File: src/rtl/lfc_pkg.sv
package lfc_pkg;

  localparam int HALF_W = 16;
  localparam int GROUP  = 4;

  typedef logic [HALF_W-1:0] half_t;

  localparam logic [63:0] Z_SEQ     = 64'hFA2561CDF44AC398;
  localparam half_t       KEY_CONST = 16'hFFFC;

  typedef enum logic [1:0] {
    ST_IDLE = 2'd0,
    ST_RUN  = 2'd1,
    ST_HOLD = 2'd2
  } lfc_state_e;

  function automatic half_t rotl(input half_t x, input int unsigned n);
    half_t wide_hi;
    half_t wide_lo;
    wide_hi = x << n;
    wide_lo = x >> (HALF_W - n);
    return wide_hi | wide_lo;
  endfunction

  function automatic half_t rotr(input half_t x, input int unsigned n);
    return rotl(x, HALF_W - n);
  endfunction

endpackage

File: src/rtl/lfc_keywin.sv
module lfc_keywin
  import lfc_pkg::*;
#(
  parameter int ROUND_W = 5
) (
  input  logic                 clk,
  input  logic                 rst_n,
  input  logic                 load,
  input  logic [4*HALF_W-1:0]  key,
  input  logic [1:0]           lane,
  input  logic                 step,
  input  logic [ROUND_W-1:0]   rnd,
  output half_t                rkey
);

  half_t win [GROUP];
  half_t grp [GROUP];
  half_t t_mix;
  half_t new_word;
  logic  [5:0] z_idx;
  logic  [1:0] lane_q;
  logic  [1:0] sel;
  logic        group_end;

  assign z_idx     = 6'd63 - 6'(rnd);
  assign t_mix     = rotr(win[3], 3) ^ win[1];
  assign new_word  = KEY_CONST ^ win[0] ^ t_mix ^ rotr(t_mix, 1) ^ half_t'(Z_SEQ[z_idx]);
  assign sel       = rnd[1:0] + lane_q;
  assign rkey      = grp[sel];
  assign group_end = (rnd[1:0] == 2'd3);

  always_ff @(posedge clk or negedge rst_n) begin
    if (!rst_n) lane_q <= '0;
    else if (load) lane_q <= lane;
  end

  for (genvar w = 0; w < GROUP; w++) begin : g_word
    half_t slide_in;
    if (w == GROUP - 1) begin : g_tail
      assign slide_in = new_word;
    end else begin : g_body
      assign slide_in = win[w+1];
    end

    always_ff @(posedge clk or negedge rst_n) begin
      if (!rst_n) begin
        win[w] <= '0;
        grp[w] <= '0;
      end else if (load) begin
        win[w] <= key[4*HALF_W-1-HALF_W*w -: HALF_W];
        grp[w] <= key[4*HALF_W-1-HALF_W*w -: HALF_W];
      end else if (step) begin
        win[w] <= slide_in;
        if (group_end) grp[w] <= slide_in;
      end
    end
  end

  a_r3_window_slides: assert property (@(posedge clk) disable iff (!rst_n)
    (step && !load) |=> (win[0] == $past(win[1])) && (win[2] == $past(win[3])));

  a_r5_group_held: assert property (@(posedge clk) disable iff (!rst_n)
    (step && !load && !group_end) |=> $stable(grp[0]) && $stable(grp[3]));

endmodule

File: src/rtl/lfc_round.sv
module lfc_round
  import lfc_pkg::*;
(
  input  logic                clk,
  input  logic                rst_n,
  input  logic                load,
  input  logic [2*HALF_W-1:0] blk,
  input  logic                step,
  input  half_t               rkey,
  output half_t               l_q,
  output half_t               r_q
);

  half_t f_val;

  assign f_val = (rotl(l_q, 1) & rotl(l_q, 8)) ^ rotl(l_q, 2);

  always_ff @(posedge clk or negedge rst_n) begin
    if (!rst_n) begin
      l_q <= '0;
      r_q <= '0;
    end else if (load) begin
      l_q <= blk[HALF_W-1:0];
      r_q <= blk[2*HALF_W-1:HALF_W];
    end else if (step) begin
      l_q <= r_q ^ f_val ^ rkey;
      r_q <= l_q;
    end
  end

  a_r4_right_takes_left: assert property (@(posedge clk) disable iff (!rst_n)
    (step && !load) |=> (r_q == $past(l_q)));

  a_r4_idle_hold: assert property (@(posedge clk) disable iff (!rst_n)
    (!step && !load) |=> $stable(l_q) && $stable(r_q));

endmodule

File: src/rtl/lfc_ctrl.sv
module lfc_ctrl
  import lfc_pkg::*;
#(
  parameter int ROUNDS  = 32,
  parameter int ROUND_W = 5
) (
  input  logic               clk,
  input  logic               rst_n,
  input  logic               in_valid,
  input  logic               out_ready,
  output logic               load,
  output logic               step,
  output logic [ROUND_W-1:0] rnd,
  output logic               in_ready,
  output logic               busy,
  output logic               out_valid
);

  localparam logic [ROUND_W-1:0] LAST = ROUND_W'(ROUNDS - 1);

  lfc_state_e state;

  assign in_ready  = (state == ST_IDLE);
  assign busy      = (state == ST_RUN);
  assign out_valid = (state == ST_HOLD);
  assign load      = in_ready && in_valid;
  assign step      = busy;

  always_ff @(posedge clk or negedge rst_n) begin
    if (!rst_n) begin
      state <= ST_IDLE;
      rnd   <= '0;
    end else begin
      unique case (state)
        ST_IDLE: if (in_valid) begin
          state <= ST_RUN;
          rnd   <= '0;
        end
        ST_RUN: begin
          rnd <= rnd + 1'b1;
          if (rnd == LAST) state <= ST_HOLD;
        end
        ST_HOLD: if (out_ready) state <= ST_IDLE;
        default: state <= ST_IDLE;
      endcase
    end
  end

  a_r6_last_round_done: assert property (@(posedge clk) disable iff (!rst_n)
    (step && rnd == LAST) |=> out_valid);

  a_r6_no_early_done: assert property (@(posedge clk) disable iff (!rst_n)
    (step && rnd != LAST) |=> busy);

  a_r7_accept_starts: assert property (@(posedge clk) disable iff (!rst_n)
    load |=> (busy && !in_ready && rnd == '0));

  a_r8_hold_valid: assert property (@(posedge clk) disable iff (!rst_n)
    (out_valid && !out_ready) |=> out_valid);

  a_r8_release: assert property (@(posedge clk) disable iff (!rst_n)
    (out_valid && out_ready) |=> in_ready);

endmodule

File: src/rtl/lfc_cipher.sv
module lfc_cipher
  import lfc_pkg::*;
#(
  parameter int ROUNDS = 32
) (
  input  logic                clk,
  input  logic                rst_n,
  input  logic                in_valid,
  output logic                in_ready,
  input  logic [2*HALF_W-1:0] in_block,
  input  logic [4*HALF_W-1:0] in_key,
  input  logic [1:0]          in_lane,
  output logic                busy,
  output logic                out_valid,
  input  logic                out_ready,
  output logic [2*HALF_W-1:0] out_block
);

  localparam int ROUND_W = $clog2(ROUNDS);

  logic               load;
  logic               step;
  logic [ROUND_W-1:0] rnd;
  half_t              rkey;
  half_t              l_q;
  half_t              r_q;

  lfc_ctrl #(.ROUNDS(ROUNDS), .ROUND_W(ROUND_W)) u_ctrl (
    .clk       (clk),
    .rst_n     (rst_n),
    .in_valid  (in_valid),
    .out_ready (out_ready),
    .load      (load),
    .step      (step),
    .rnd       (rnd),
    .in_ready  (in_ready),
    .busy      (busy),
    .out_valid (out_valid)
  );

  lfc_keywin #(.ROUND_W(ROUND_W)) u_keys (
    .clk   (clk),
    .rst_n (rst_n),
    .load  (load),
    .key   (in_key),
    .lane  (in_lane),
    .step  (step),
    .rnd   (rnd),
    .rkey  (rkey)
  );

  lfc_round u_round (
    .clk   (clk),
    .rst_n (rst_n),
    .load  (load),
    .blk   (in_block),
    .step  (step),
    .rkey  (rkey),
    .l_q   (l_q),
    .r_q   (r_q)
  );

  assign out_block = {r_q, l_q};

  a_r8_result_stable: assert property (@(posedge clk) disable iff (!rst_n)
    (out_valid && !out_ready) |=> $stable(out_block));

  a_r7_single_phase: assert property (@(posedge clk) disable iff (!rst_n)
    $onehot({in_ready, busy, out_valid}));

endmodule

File: config.mk
export PLATFORM = sky130hd
export DESIGN_NAME = lfc_cipher
export DESIGN_NICKNAME = d
export VERILOG_FILES = /design/src/rtl/lfc_pkg.sv /design/src/rtl/lfc_keywin.sv /design/src/rtl/lfc_round.sv /design/src/rtl/lfc_ctrl.sv /design/src/rtl/lfc_cipher.sv
export SDC_FILE = /design/constraint.sdc
export NUM_CORES = 1
export LEC_CHECK = 0
export BUFFER_PORTS_ARGS = -buffer_cell sky130_fd_sc_hd__buf_2
export CORE_ASPECT_RATIO = 0.7
export CORE_MARGIN = 5
export CORE_UTILIZATION = 59
export CTS_BUF_LIST = sky130_fd_sc_hd__clkbuf_8
export DETAILED_ROUTE_END_ITERATION = 8
export MAX_ROUTING_LAYER = met4
export PLACE_DENSITY = 0.82
export SLEW_MARGIN = 20
export SYNTH_ARGS = -nofsm -noshare
export SYNTH_HDL_FRONTEND = slang
export SYNTH_SLANG_ARGS = --single-unit
File: constraint.sdc
create_clock -name clk -period 2.8 [get_ports clk]
set_input_delay 0.28 -clock clk [delete_from_list [all_inputs] [get_ports clk]]
set_output_delay 0.28 -clock clk [all_outputs]
set_load 0.03 [all_outputs]
After elaboration in Yosys (flattened, before gate mapping)
Memories as Yosys holds them, arrays and structs flattened.
Cells that the tools add are included.
W data, S select, Z words.
Operators by class
  add/subtract/negate cells: 3
  magnitude comparators: 2
  equality and inequality tests: 7
  mux-type cells: 34
  bitwise gates (word level): 15
  reduce and logical (&&, ||, !) cells: 8
Operators with widths (number)
  $mux W16: 26
  $xor A16 B16 Y16: 6
  $bmux W16 S2: 1
  $and A16 B16 Y16: 1
  $or A16 B1 Y16: 1
  $or A16 B13 Y16: 1
  $or A16 B15 Y16: 1
  $or A16 B2 Y16: 1
  $or A16 B8 Y16: 1
  $xor A16 B1 Y16: 1
  $not A14 Y14: 1
  $pmux W5 S2: 1
  $lt A6 B7 Y1 const B: 1
  $mux W2: 3
  $pmux W2 S3: 1
  $reduce_bool A2 Y1: 3
  $sub A6 B5 Y6 const A: 1
  $add A5 B1 Y5 const B: 1
  $eq A5 B5 Y1 const B: 1
  $mux W5: 1
  $eq A2 B2 Y1 const B: 2
  $ne A2 B1 Y1 const B: 2
  $reduce_and A2 Y1: 2
  $ge A3 B3 Y1 const B: 1
  8 further kinds: 8
Word-level totals
  bits in registers: 169
  bits in read-only memories: 64
  input bits: 102
  output and inout port bits: 35
  word-level logic and storage cells: 83
  memories: 1
Memories
  (no name shown): words 64, bits a word 1, read ports 1, clocked after memory_dff 0, wr ports 0, RTL line lfc_keywin.sv:27  | assign new_word = KEY_CONST ^ win[0] ^ t_mix ^ rotr(t_mix, 1) ^ half_t'(Z_SEQ[z_idx]);

Logic depth before layout (Yosys ltp)
  word-level depth: 8
  mapped depth: 7
  mapped depth without buffers: 6

Hierarchy
From an unflattened synthesis, not the netlist that was laid out.
Unflattened totals
  cells, all modules: 914
  area, all modules: 9446.6 µm²
Modules (own cells, without submodules)
  lfc_keywin: times used 1, cells each 657, area an instance 6915.4 µm², seq. area each 3253.1 µm²
  lfc_round: times used 1, cells each 226, area an instance 2178.3 µm², seq. area each 800.8 µm²
  lfc_ctrl: times used 1, cells each 31, area an instance 352.8 µm², seq. area each 175.2 µm²

Worst setup path before layout
Ideal clock, no wire load.
  path kind: reg2reg
  from: register u_ctrl.rnd[0]
  to: register u_round.l_q[10]
  setup time: 0.132 ns
  arrival time: 1.889 ns
  required time: 2.668 ns
  path slack: 0.779 ns
  stages on the path, launching flop included: 7
  path buffers: 2
  period minus slack after synthesis: 2.021 ns
  cells stage by stage: dfrtp_1 ha_1 buf_8 buf_2 mux4_1 xnor2_1 o21ai_1
On the way
  word-level cells in the longest chain between the ends: 8
RTL lines
  from (decl): RTL line lfc_ctrl.sv:13  | output logic [ROUND_W-1:0] rnd,
  from (signal assigned): RTL line lfc_ctrl.sv:40  | rnd <= rnd + 1'b1;
  $add A2 B2 Y2: RTL line lfc_keywin.sv:28  | assign sel = rnd[1:0] + lane_q;
  $not A2 Y3 (implied by the code): RTL line lfc_keywin.sv:29  | assign rkey = grp[sel];
  $bmux W16 S2: RTL line lfc_keywin.sv:29
  $mux W16 (implied by the code) (2 in a row): RTL line lfc_keywin.sv:29
  $xor A16 B16 Y16: RTL line lfc_round.sv:26  | l_q <= r_q ^ f_val ^ rkey;
  $mux W16: RTL line lfc_round.sv:25  | end else if (step) begin
  $mux W16: RTL line lfc_round.sv:22  | end else if (load) begin
  to (signal assigned): RTL line lfc_round.sv:23  | l_q <= blk[HALF_W-1:0];
  to (signal assigned): RTL line lfc_round.sv:26
  to (decl): RTL line lfc_round.sv:10  | output half_t l_q,
Every way passes these cells. The select of a mux whose other input is x is not followed.
A chain may end at the register's enable or synchronous reset.

Final worst setup path
  from: register u_ctrl.rnd[0]
  to: register u_round.l_q[6]
The elaborated chain is that of the path after synthesis.

==> metrics <==
outcome=complete, no violations; cell-internal power=8.985 mW; remaining global-route overflow=0; area leader, netlist=dfrtp_1; critical path cell sequence=ha_1 -> xor2_1 -> xnor2_2 -> mux4_1 -> xnor2_1 -> o21ai_1; vias after detailed routing=7,872; met2 Resource Use GR=44.52%; Fmax=0.3893 GHz; Final Routed Wirelength=25.02 mm; filler cell count=1,153; hpwl dp=16.89 mm; Yosys cell types=35; layout cell share with drive strength beyond 1=17.55%; Worst slew margin=29.60%; Hold Slack=0.02342 ns; Nets=1,214; DRC=0; Worst-path clk slew=0.10 ns; CTS Buffer Depth=2; Req. time, crit path=3.11 ns; drt pass-1 iters=7; Worst Tran Pin Value=1.051 ns; hold crit path type=primary input to flip-flop; CP Max Fanout=16; Hold Path Depth=3; largest net degree at the start of global routing=112; asr flop ratio synth=100.0%; Detail Route Antenna Nets=0; Crit Path Class=flip-flop to flip-flop; Die ar.=0.01781 mm2; drt wl/cell=19.07 um; synth warn=0; Post-synth top cells=274 x nand2_1, 169 x dfrtp_1, 126 x nor2_1; Syn Inst Count=1,006; final setup vio count=0; post-route setup TNS=0 ns; vias in the first global route=7,699; die width=157.4 um; top cells by area, synth=dfrtp_1 47%, nand2_1 11%, a31oi_1 6.6%, xnor2_1 5.7%, nor2_1 5.3%; Clock power frac=10.2%; Core Region=0.01481 mm2; I/O Pins=137; mapped cell area=0.008972 mm2; initial antenna violation count=0; Reg2Reg Depth=6; Total GRT Usage=29.60%; ANT cells=0; CP Capture Type=flip-flop; top cell type's share of synthesized area=47.13%; Post-synth EDFFs=0; busiest grt layer=met2; DIE HEIGHT=113.2 um; grt met3 use=5.161%; syn avg cell area=8.919 um2; most common flop cell mapped by yosys=dfrtp_1; Crit. path cell count=6; critical path startpoint category=flip-flop; switching pwr=7.776 mW; Final Hold Vio Count=0; most frequent cell after synthesis=nand2_1; GPL Wtd Cong=0.8762; area grow syn2layout=13.57%; vias per inst=6.000; Final Max Slew Viols=0; total CTS buffers=17; CTS tree=done; Clock Sink Count=169; # rows=37; min Tclk post-route=2.569 ns; #FFs+latches synth=169; Sw Share=46.40%; WP data arrival=2.87 ns; initial core utilization=60.57%; sequential share of power=31.5%; Gate power share=58.3%; sequential-to-total area share from yosys stat=47.13%; CP bufs+invs=0; Max rail drop VDD=0.8390 mV; CP max-delay cell=xnor2_2; input/output buffers=136; LEAKAGE=4.629 nW; M1 GR Usage=41.19%; cell family with most CP delay=XOR/XNOR gates; Power Dens Cells=1645 mW/mm2; Clock Latency Late Sink=0.46 ns; first-pass GRT wire length=40.32 mm; CTS resizes=0; Initial DRC Count=843; RSZ-0062 raised after global routing=no; clock skew=0.02301 ns; H-tree lvl count=4; clk root buf=clkbuf_8; Worst path max stage delay=0.82 ns; fraction of the cycle the final worst path needs=91.73%; Max-Cap Viols=0; Post-Syn Nets=1,114
[flip-flops by register name, indices dropped and copies added (netlist names)]
name,flops
u_round.r_q,16
u_keys.lane_q,2
u_ctrl.state,2
u_keys.grp,64
u_keys.g_word.slide_in,48
u_keys.win,16
u_round.l_q,16
u_ctrl.rnd,5
[cell usage in the layout (no fill, tap or decap), types with 16 or more instances in the layout]
master    instances
dfrtp_1         169
xor2_1           31
o21ai_1          75
xnor2_1          58
nand2_1         273
mux4_1           16
a31oi_1          94
clkbuf_8         20
nor2_1          124
a22oi_1          31
buf_2           135
[area by class of cell]
cell class / count / area, um2 / share of cell area, %
Clock buffer: 20 / 275.3 / 2.701
Clock inverter: 10 / 103.9 / 1.019
Inverter: 4 / 15.01 / 0.1473
Multi-Input combinational cell: 762 / 4448 / 43.65
Sequential cell: 169 / 4229 / 41.50
Tap cell: 195 / 244.0 / 2.394
Timing Repair Buffer: 152 / 874.6 / 8.583
[timing repair]
action / 4_1_cts / 5_1_grt
buffers inserted: 0 / 0
hold buffers: 2 / 0
endpoints found under the setup margin: 0 / 0
endpoints found under the hold margin: 58 / 0
[worst min-delay path, delay by kind of cell]
family	cells	cell delay (ns)
buffers and inverters	1	0.09
AND/OR/NAND/NOR	2	0.09
[path summary, 6_finish.rpt]
check                                               end  slack, ns                      start
hold reg to reg               u_keys.grp[7]$_DFFE_PN0P_       0.49  u_keys.grp[7]$_DFFE_PN0P_
hold / removal             u_keys.lane_q[0]$_DFFE_PN0P_       0.02                 in_lane[0]
setup reg to reg             u_round.l_q[6]$_DFFE_PN0P_       0.23  u_ctrl.rnd[0]$_DFFE_PN0P_
max in group asynchronous    u_keys.grp[30]$_DFFE_PN0P_       1.66                      rst_n
min in group asynchronous    u_keys.win[58]$_DFFE_PN0P_       0.38                      rst_n
setup / recovery             u_round.l_q[6]$_DFFE_PN0P_       0.23  u_ctrl.rnd[0]$_DFFE_PN0P_
[power groups by stage]
stage | Sequential, mW | Clock (mW) | Combinational (mW)
finish | 5.27 | 1.71 | 9.78
global route | 5.39 | 1.83 | 10.8
global placement | 5.19 | 0 | 9.33
floorplan | 5.18 | 0 | 7.42
detailed placement | 5.25 | 0 | 9.67
CTS | 5.21 | 1.73 | 9.76
[kinds of logic (layout without fill, tap and decap cells)]
logic type                 Yosys count  in the layout  synth area share (%)
and+or+nand+nor                    412            412                 17.56
AOI/OAI and AO/OA                  222            222                 14.73
DFF                                169            169                 47.13
xor gates and xnor gates           100            100                 10.68
buffers and inverters               75            186                 3.570
muxes                               22             22                 5.494
adders and majority gates            6              6                0.8367
[routing by layer]
| metal | part of all wire (%) | up-vias |
|---|---|---|
| met5 | 0 | - |
| met1 | 43 | 3800 |
| met2 | 46 | 391 |
| li1 | - | 3617 |
| met4 | 2.9 | 0 |
| met3 | 8.7 | 64 |
[through the flow]
step,area (um2),power [mW],util (%),setup WS [ns],cells
final,10190,16.76,68.78,0.2314,1312
after global routing,10190,18.05,68.78,0.1268,1312
after detailed placement,9791,14.93,66.09,0.2978,1280
after CTS,10190,16.70,68.78,0.2682,1312
after floorplan,8972,12.61,-,0.7794,1006
after global placement,9791,14.53,66.09,0.3956,1280
Note: power is estimated with default switching activity, not from simulation.
